## src/rtl/boot_entry_pkg.sv

```systemverilog
package boot_entry_pkg;

  typedef enum logic {
    EDGE_RISE = 1'b0,
    EDGE_FALL = 1'b1
  } edge_variant_e;

  // Pin level that counts as "active" for a variant.
  function automatic logic active_level(edge_variant_e v);
    return (v == EDGE_RISE);
  endfunction

endpackage

```

## src/rtl/be_edge_qual.sv

```systemverilog
module be_edge_qual
  import boot_entry_pkg::*;
#(
  parameter edge_variant_e VARIANT = EDGE_RISE
) (
  input  logic clk_i,
  input  logic por_i,
  input  logic pin_i,
  output logic edge_o,
  output logic active_o
);
  localparam logic ACT = active_level(VARIANT);

  logic prev_q;

  // Start at the active level so a pin already active at power-up
  // does not count as an edge.
  always_ff @(posedge clk_i or posedge por_i) begin
    if (por_i) prev_q <= ACT;
    else       prev_q <= pin_i;
  end

  generate
    if (VARIANT == EDGE_RISE) begin : g_rise
      assign edge_o = !prev_q && pin_i;
    end else begin : g_fall
      assign edge_o = prev_q && !pin_i;
    end
  endgenerate

  assign active_o = (pin_i == ACT);
endmodule

```

## src/rtl/be_edge_count.sv

```systemverilog
module be_edge_count #(
  parameter int unsigned EDGE_MIN = 2,
  localparam int unsigned CW = $clog2(EDGE_MIN + 1)
) (
  input  logic          clk_i,
  input  logic          por_i,
  input  logic          clr_i,
  input  logic          edge_i,
  output logic [CW-1:0] cnt_o,
  output logic          reached_o,
  output logic          reached_next_o
);
  localparam logic [CW-1:0] LIM = CW'(EDGE_MIN);

  logic [CW-1:0] cnt_q, cnt_d;

  always_comb begin
    cnt_d = cnt_q;
    if (clr_i)                      cnt_d = '0;
    else if (edge_i && cnt_q < LIM) cnt_d = cnt_q + 1'b1;
  end

  always_ff @(posedge clk_i or posedge por_i) begin
    if (por_i) cnt_q <= '0;
    else       cnt_q <= cnt_d;
  end

  assign cnt_o          = cnt_q;
  assign reached_o      = (cnt_q >= LIM);
  assign reached_next_o = (cnt_d >= LIM);
endmodule

```

## src/rtl/be_decide.sv

```systemverilog
module be_decide (
  input  logic clk_i,
  input  logic por_i,
  input  logic rst_pin_i,
  input  logic active_i,
  input  logic reached_i,
  input  logic reached_next_i,
  input  logic dbg_own_i,
  input  logic nmi_mode_i,
  output logic boot_start_o,
  output logic user_start_o,
  output logic test_mode_o
);
  logic rst_prev_q;
  logic release_w, entry_ok_w, tm_d;
  logic boot_q, user_q, tm_q;

  // Reset value high: a release is only seen after a low sample
  // taken once power-on reset is over.
  always_ff @(posedge clk_i or posedge por_i) begin
    if (por_i) rst_prev_q <= 1'b1;
    else       rst_prev_q <= rst_pin_i;
  end

  assign release_w  = !rst_prev_q && rst_pin_i;
  assign entry_ok_w = reached_i && active_i && !dbg_own_i && !nmi_mode_i;
  assign tm_d       = active_i && !(!rst_pin_i && reached_next_i);

  always_ff @(posedge clk_i or posedge por_i) begin
    if (por_i) begin
      boot_q <= 1'b0;
      user_q <= 1'b0;
      tm_q   <= 1'b0;
    end else begin
      boot_q <= release_w && entry_ok_w;
      user_q <= release_w && !entry_ok_w;
      tm_q   <= tm_d;
    end
  end

  assign boot_start_o = boot_q;
  assign user_start_o = user_q;
  assign test_mode_o  = tm_q;
endmodule

```

## src/rtl/boot_entry_detect.sv

```systemverilog
module boot_entry_detect
  import boot_entry_pkg::*;
#(
  parameter edge_variant_e VARIANT  = EDGE_RISE,
  parameter int unsigned   EDGE_MIN = 2
) (
  input  logic clk_i,
  input  logic por_i,
  input  logic rst_pin_i,
  input  logic tst_pin_i,
  input  logic dbg_own_i,
  input  logic nmi_mode_i,
  output logic boot_start_o,
  output logic user_start_o,
  output logic test_mode_o
);
  localparam int unsigned CW = $clog2(EDGE_MIN + 1);

  logic          edge_w, active_w, reached_w, reached_next_w;
  logic [CW-1:0] cnt_w;

  be_edge_qual #(.VARIANT(VARIANT)) u_qual (
    .clk_i    (clk_i),
    .por_i    (por_i),
    .pin_i    (tst_pin_i),
    .edge_o   (edge_w),
    .active_o (active_w)
  );

  be_edge_count #(.EDGE_MIN(EDGE_MIN)) u_count (
    .clk_i          (clk_i),
    .por_i          (por_i),
    .clr_i          (rst_pin_i),
    .edge_i         (edge_w),
    .cnt_o          (cnt_w),
    .reached_o      (reached_w),
    .reached_next_o (reached_next_w)
  );

  be_decide u_decide (
    .clk_i          (clk_i),
    .por_i          (por_i),
    .rst_pin_i      (rst_pin_i),
    .active_i       (active_w),
    .reached_i      (reached_w),
    .reached_next_i (reached_next_w),
    .dbg_own_i      (dbg_own_i),
    .nmi_mode_i     (nmi_mode_i),
    .boot_start_o   (boot_start_o),
    .user_start_o   (user_start_o),
    .test_mode_o    (test_mode_o)
  );

  logic unused_w;
  assign unused_w = ^cnt_w;
endmodule

```

## config.mk

```make
export PLATFORM = sky130hd
export DESIGN_NAME = boot_entry_detect
export DESIGN_NICKNAME = d
export VERILOG_FILES = /design/src/rtl/boot_entry_pkg.sv /design/src/rtl/be_edge_qual.sv /design/src/rtl/be_edge_count.sv /design/src/rtl/be_decide.sv /design/src/rtl/boot_entry_detect.sv
export SDC_FILE = /design/constraint.sdc
export NUM_CORES = 1
export LEC_CHECK = 0
export BUFFER_PORTS_ARGS = -buffer_cell sky130_fd_sc_hd__clkbuf_2
export CORE_AREA = 2 2 39 41
export DETAILED_ROUTE_END_ITERATION = 8
export DIE_AREA = 0 0 41 43
export HOLD_SLACK_MARGIN = 0.08
export PLACE_DENSITY_LB_ADDON = 0.25
export SLEW_MARGIN = 5
export SYNTH_ARGS = -nofsm -noshare
export SYNTH_HDL_FRONTEND = slang
export SYNTH_SLANG_ARGS = --single-unit
```

## constraint.sdc

```tcl
create_clock -name clk_i -period 1.7 [get_ports clk_i]
set_clock_uncertainty 0.15 [all_clocks]
set_input_delay 0.425 -clock clk_i [delete_from_list [all_inputs] [get_ports clk_i]]
set_output_delay 0.425 -clock clk_i [all_outputs]
set_load 0.03 [all_outputs]
```

Yosys cells after proc, flatten, opt, wreduce, memory -nomap -nowiden:

Index checks and enable logic that the tools add are counted.

* memories: 0
* ROM bits: 0
* bits in writable memories: 0
* bits in registers: 7
* output and inout bits: 3
* latch bits: 0
* bits of input ports: 6

* equal/unequal tests: 0
* multiplexer cells: 2
* reductions and logical operators: 17
* add/sub/neg operators: 1
* bitwise gates (word level): 0
* shift-type cells: 0
* div/mod/pow operators: 0
* multipliers: 0
* $lt $le $gt $ge: 3

Operator list (count)
* 1-bit logical AND: 10
* 1-bit logical NOT: 7
* 2-bit greater-or-equal comparator, second input constant: 2
* 2-bit two-way mux: 2
* 2-bit by 1-bit adder with 2-bit output, second input constant: 1
* 2-bit < comparator, second input constant: 1

Logic depth before layout (Yosys ltp):

* depth in word-level cells: 9
* depth in mapped cells: 4

Hierarchy:

From an unflattened synthesis, not the netlist that was laid out.

* cells, all modules: 30
* area total of the unflattened synthesis: 327.8 µm²

Modules (own cells, without submodules)
* be_decide: cells an instance 12, instances 1, sequential area each 101.3 µm², area each 148.9 µm²
* be_edge_count: cells an instance 14, instances 1, sequential area each 50.0 µm², area each 127.6 µm²
* be_edge_qual: cells an instance 4, instances 1, sequential area each 26.3 µm², area each 51.3 µm²

Worst setup path before layout:

OpenSTA, ideal clock, no wires.

* kind: register -> register
* start: register u_count.cnt_q[1] (netlist: u_count.cnt_o[1])
* end: register u_count.cnt_q[1] (netlist: u_count.cnt_o[1])
* required time: 1.473 ns
* arrival time: 1.169 ns
* cell stages (with the launch flop): 4
* setup time: 0.077 ns
* path buffers: 0
* setup slack: 0.303 ns
* path through: dfrtp_1 -> ha_1 -> or3b_1 -> a21oi_1

* word-level cells in the longest chain between the ends: 4

Ends and longest elaborated chain
* start: declaration: line be_edge_count.sv:15 `logic [CW-1:0] cnt_q, cnt_d;`
* start signal: assignment: line be_edge_count.sv:25 `else cnt_q <= cnt_d;`
* 2-bit < comparator: line be_edge_count.sv:20 `else if (edge_i && cnt_q < LIM) cnt_d = cnt_q + 1'b1;`
* 1-bit logical AND: line be_edge_count.sv:20
* 2-bit two-way mux *: line be_edge_count.sv:20
* 2-bit two-way mux *: line be_edge_count.sv:19 `if (clr_i) cnt_d = '0;`
* named net u_count.cnt_d[1]: line be_edge_count.sv:15

Mark *: on every way through the listed nets, which the timed path passes. The rest lies on a longest branch.

Worst setup path after layout:

Same ends and word-level chain as after synthesis.

==> metrics <==
grt total ovfl=0; die extent in x=41 µm; initial antenna violation count=0; DRT antenna net count=0; DIE HEIGHT=43 µm; Iter 0 DRT Violations=7; Layout Nets=46; Crit. End Element=flip-flop; maximum vdd ir drop=0.419 mV; htree depth=1; Pwr per Cell Area=947 mW/mm²; Crit Path Max Fanout=5; CP max stage delay=420 ps; Post-CTS Setup Inserts=0; Mapped Nets=32; ant diodes=0; Setup CP Type=flip-flop to flip-flop; Final setup viols=0; pin count of the biggest net entering global routing=8; Peak Freq=678 MHz; Slew Limit Fails=0; Syn-to-layout area delta=31.8%; PortBufs=8; Global Route Usage Sum=8.39%; Final Cycle Share=86.7%; Clock Pin Slew Worst Setup and Hold Paths=50 ps; total of max-cap violations=0; CP max stage cell=dfrtp_1; Mapped Area=303 µm²; Max transition margin=82.4%; placed wire-length estimate=455 µm; Avg Vias per Cell=4.15; crit path DAT=1500 ps; starting density of the core=21.9%; CP required=1720 ps; Avg Inst Size Synth=12.1 µm²; die area=0.00176 mm²; Cells after Synth=25; Synth top area share=41.3%; placed cell count=49; Pre-antenna DRT Iters=2; RSZ-0062 raised after global routing=no; dominant cell type by area after synthesis=dfrtp_1; Worst-Skew Late Latency=250 ps; Row Count=14; fin util=28.8%; register bit count reported by yosys=7; setup_tns=0 ps; CTS Buf Count=3; Area contributors post-synth=dfrtp_1 41%, dfstp_2 17%, inv_1 5.0%; Hold WC Path Type=input port to flip-flop; Final Hold Vio Count=0; vias in the first global route=212; Root Buffer Master=clkbuf_4; Non-Filler Instances=54; clk sinks=7; Ports=9; TritonCTS clock tree=yes; layout cell share with drive strength beyond 1=39.5%; Cell Chain, Critical Path=ha_1 -> or3b_1 -> a21oi_1; fin crit period=1470 ps; cell depth of the worst setup path=3; Vias=224; core footprint=0.00138 mm²; CP startpoint kind=flip-flop; first-pass GRT wire length=890 µm; Hold Path Depth=1; final wirelength=580 µm; routed wire length per instance=10.7 µm; clock buffer depth=2; LEAKAGE=0.191 nW; Worst Tran Pin Value=264 ps; status=finished clean; Yosys cell types=15; Crit path max-delay family=flip-flops; drt drc=0; reg2reg path depth=3; Seq/Total Area, Yosys=58.7%; GPL Wtd Cong=0.645; Crit path buffers/inverters=0; Syn. warnings=0
## through the flow
stage	setup WS, ps	total power [mW]	area, µm²	hold WS [ps]
after CTS	219	0.385	399	160
after floorplan	303	0.214	303	76.9
final	225	0.378	399	165
after global routing	181	0.400	399	157
after global placement	268	0.230	363	190
after detailed placement	238	0.233	363	202
## synthesized netlist by cell type
cell type,count
inv_1,4
nand2b_1,2
o311a_1,1
mux2_1,1
dfstp_2,2
ha_1,1
nor4_1,1
nor2_1,2
o21ba_2,1
a21oi_1,1
nor2b_1,1
nor3b_2,1
or3b_1,1
o21a_1,1
dfrtp_1,5
## what timing repair did
action                                 CTS  global route
hold buffers                             1             0
gates resized for setup                  0             0
endpoints found under the hold margin    5             0
## state kept, by name, indices dropped and copies added (netlist names)
name,count
u_count.cnt_o,2
u_decide.boot_start_o,1
u_decide.rst_prev_q,1
u_decide.test_mode_o,1
u_decide.user_start_o,1
u_qual.prev_q,1
## final cells by class
type	instances	area, µm²
clock buffer	4	26.3
tap	16	20.0
inverter	4	15.0
sequential	7	178
multi-input combinational	14	110
fill	154	985
timing repair buffer	9	50.0
## placed cells by master (no fill, tap or decap)
master / netlist / layout
nand2b_1: 2 / 2
clkbuf_4: 0 / 3
o311a_1: 1 / 1
inv_1: 4 / 4
dfstp_2: 2 / 2
o21ba_2: 1 / 1
or3b_1: 1 / 1
clkbuf_1: 0 / 1
nor2_1: 2 / 2
ha_1: 1 / 1
nor4_1: 1 / 1
o21a_1: 1 / 1
nor2b_1: 1 / 1
dfrtp_1: 5 / 5
dlygate4sd3_1: 0 / 1
nor3b_2: 1 / 1
mux2_1: 1 / 1
clkbuf_2: 0 / 8
a21oi_1: 1 / 1
## cells by family after synthesis
logic type | synth area share [%]
AOI/OAI and AO/OA | 10.7
DFF | 58.7
adders and majority gates | 4.13
and+or+nand+nor | 17.8
muxes | 3.72
buffers and inverters | 4.96
## final timing paths
check	from	end	slack [ps]
max in group asynchronous	por_i	u_qual.prev_q	650
hold reg to reg	u_count.cnt_o[1]	u_count.cnt_o[1]	440
setup / recovery	u_count.cnt_o[1]	u_count.cnt_o[1]	230
min in group asynchronous	por_i	u_decide.boot_start_o	480
setup reg to reg	u_count.cnt_o[1]	u_count.cnt_o[1]	230
hold / removal	tst_pin_i	u_qual.prev_q	160
## where the power goes
| part | internal [mW] | switching [mW] |
|---|---|---|
| Sequential | 0.178 | 0.00594 |
| Clock | 0.0893 | 0.0572 |
| Combinational | 0.0216 | 0.0259 |
| Total | 0.289 | 0.0891 |
## routing by layer
| layer | up-vias | global-route usage, % | share of wire, % |
|---|---|---|---|
| li1 | 109 | - | - |
| met1 | 107 | 7.89 | 39 |
| met2 | 8 | 12.5 | 51 |
| met3 | 0 | 8.38 | 10 |
| met4 | 0 | 2.00 | 0 |
| met5 | - | 0 | 0 |
No activity file was read; power rests on OpenSTA's default activity.
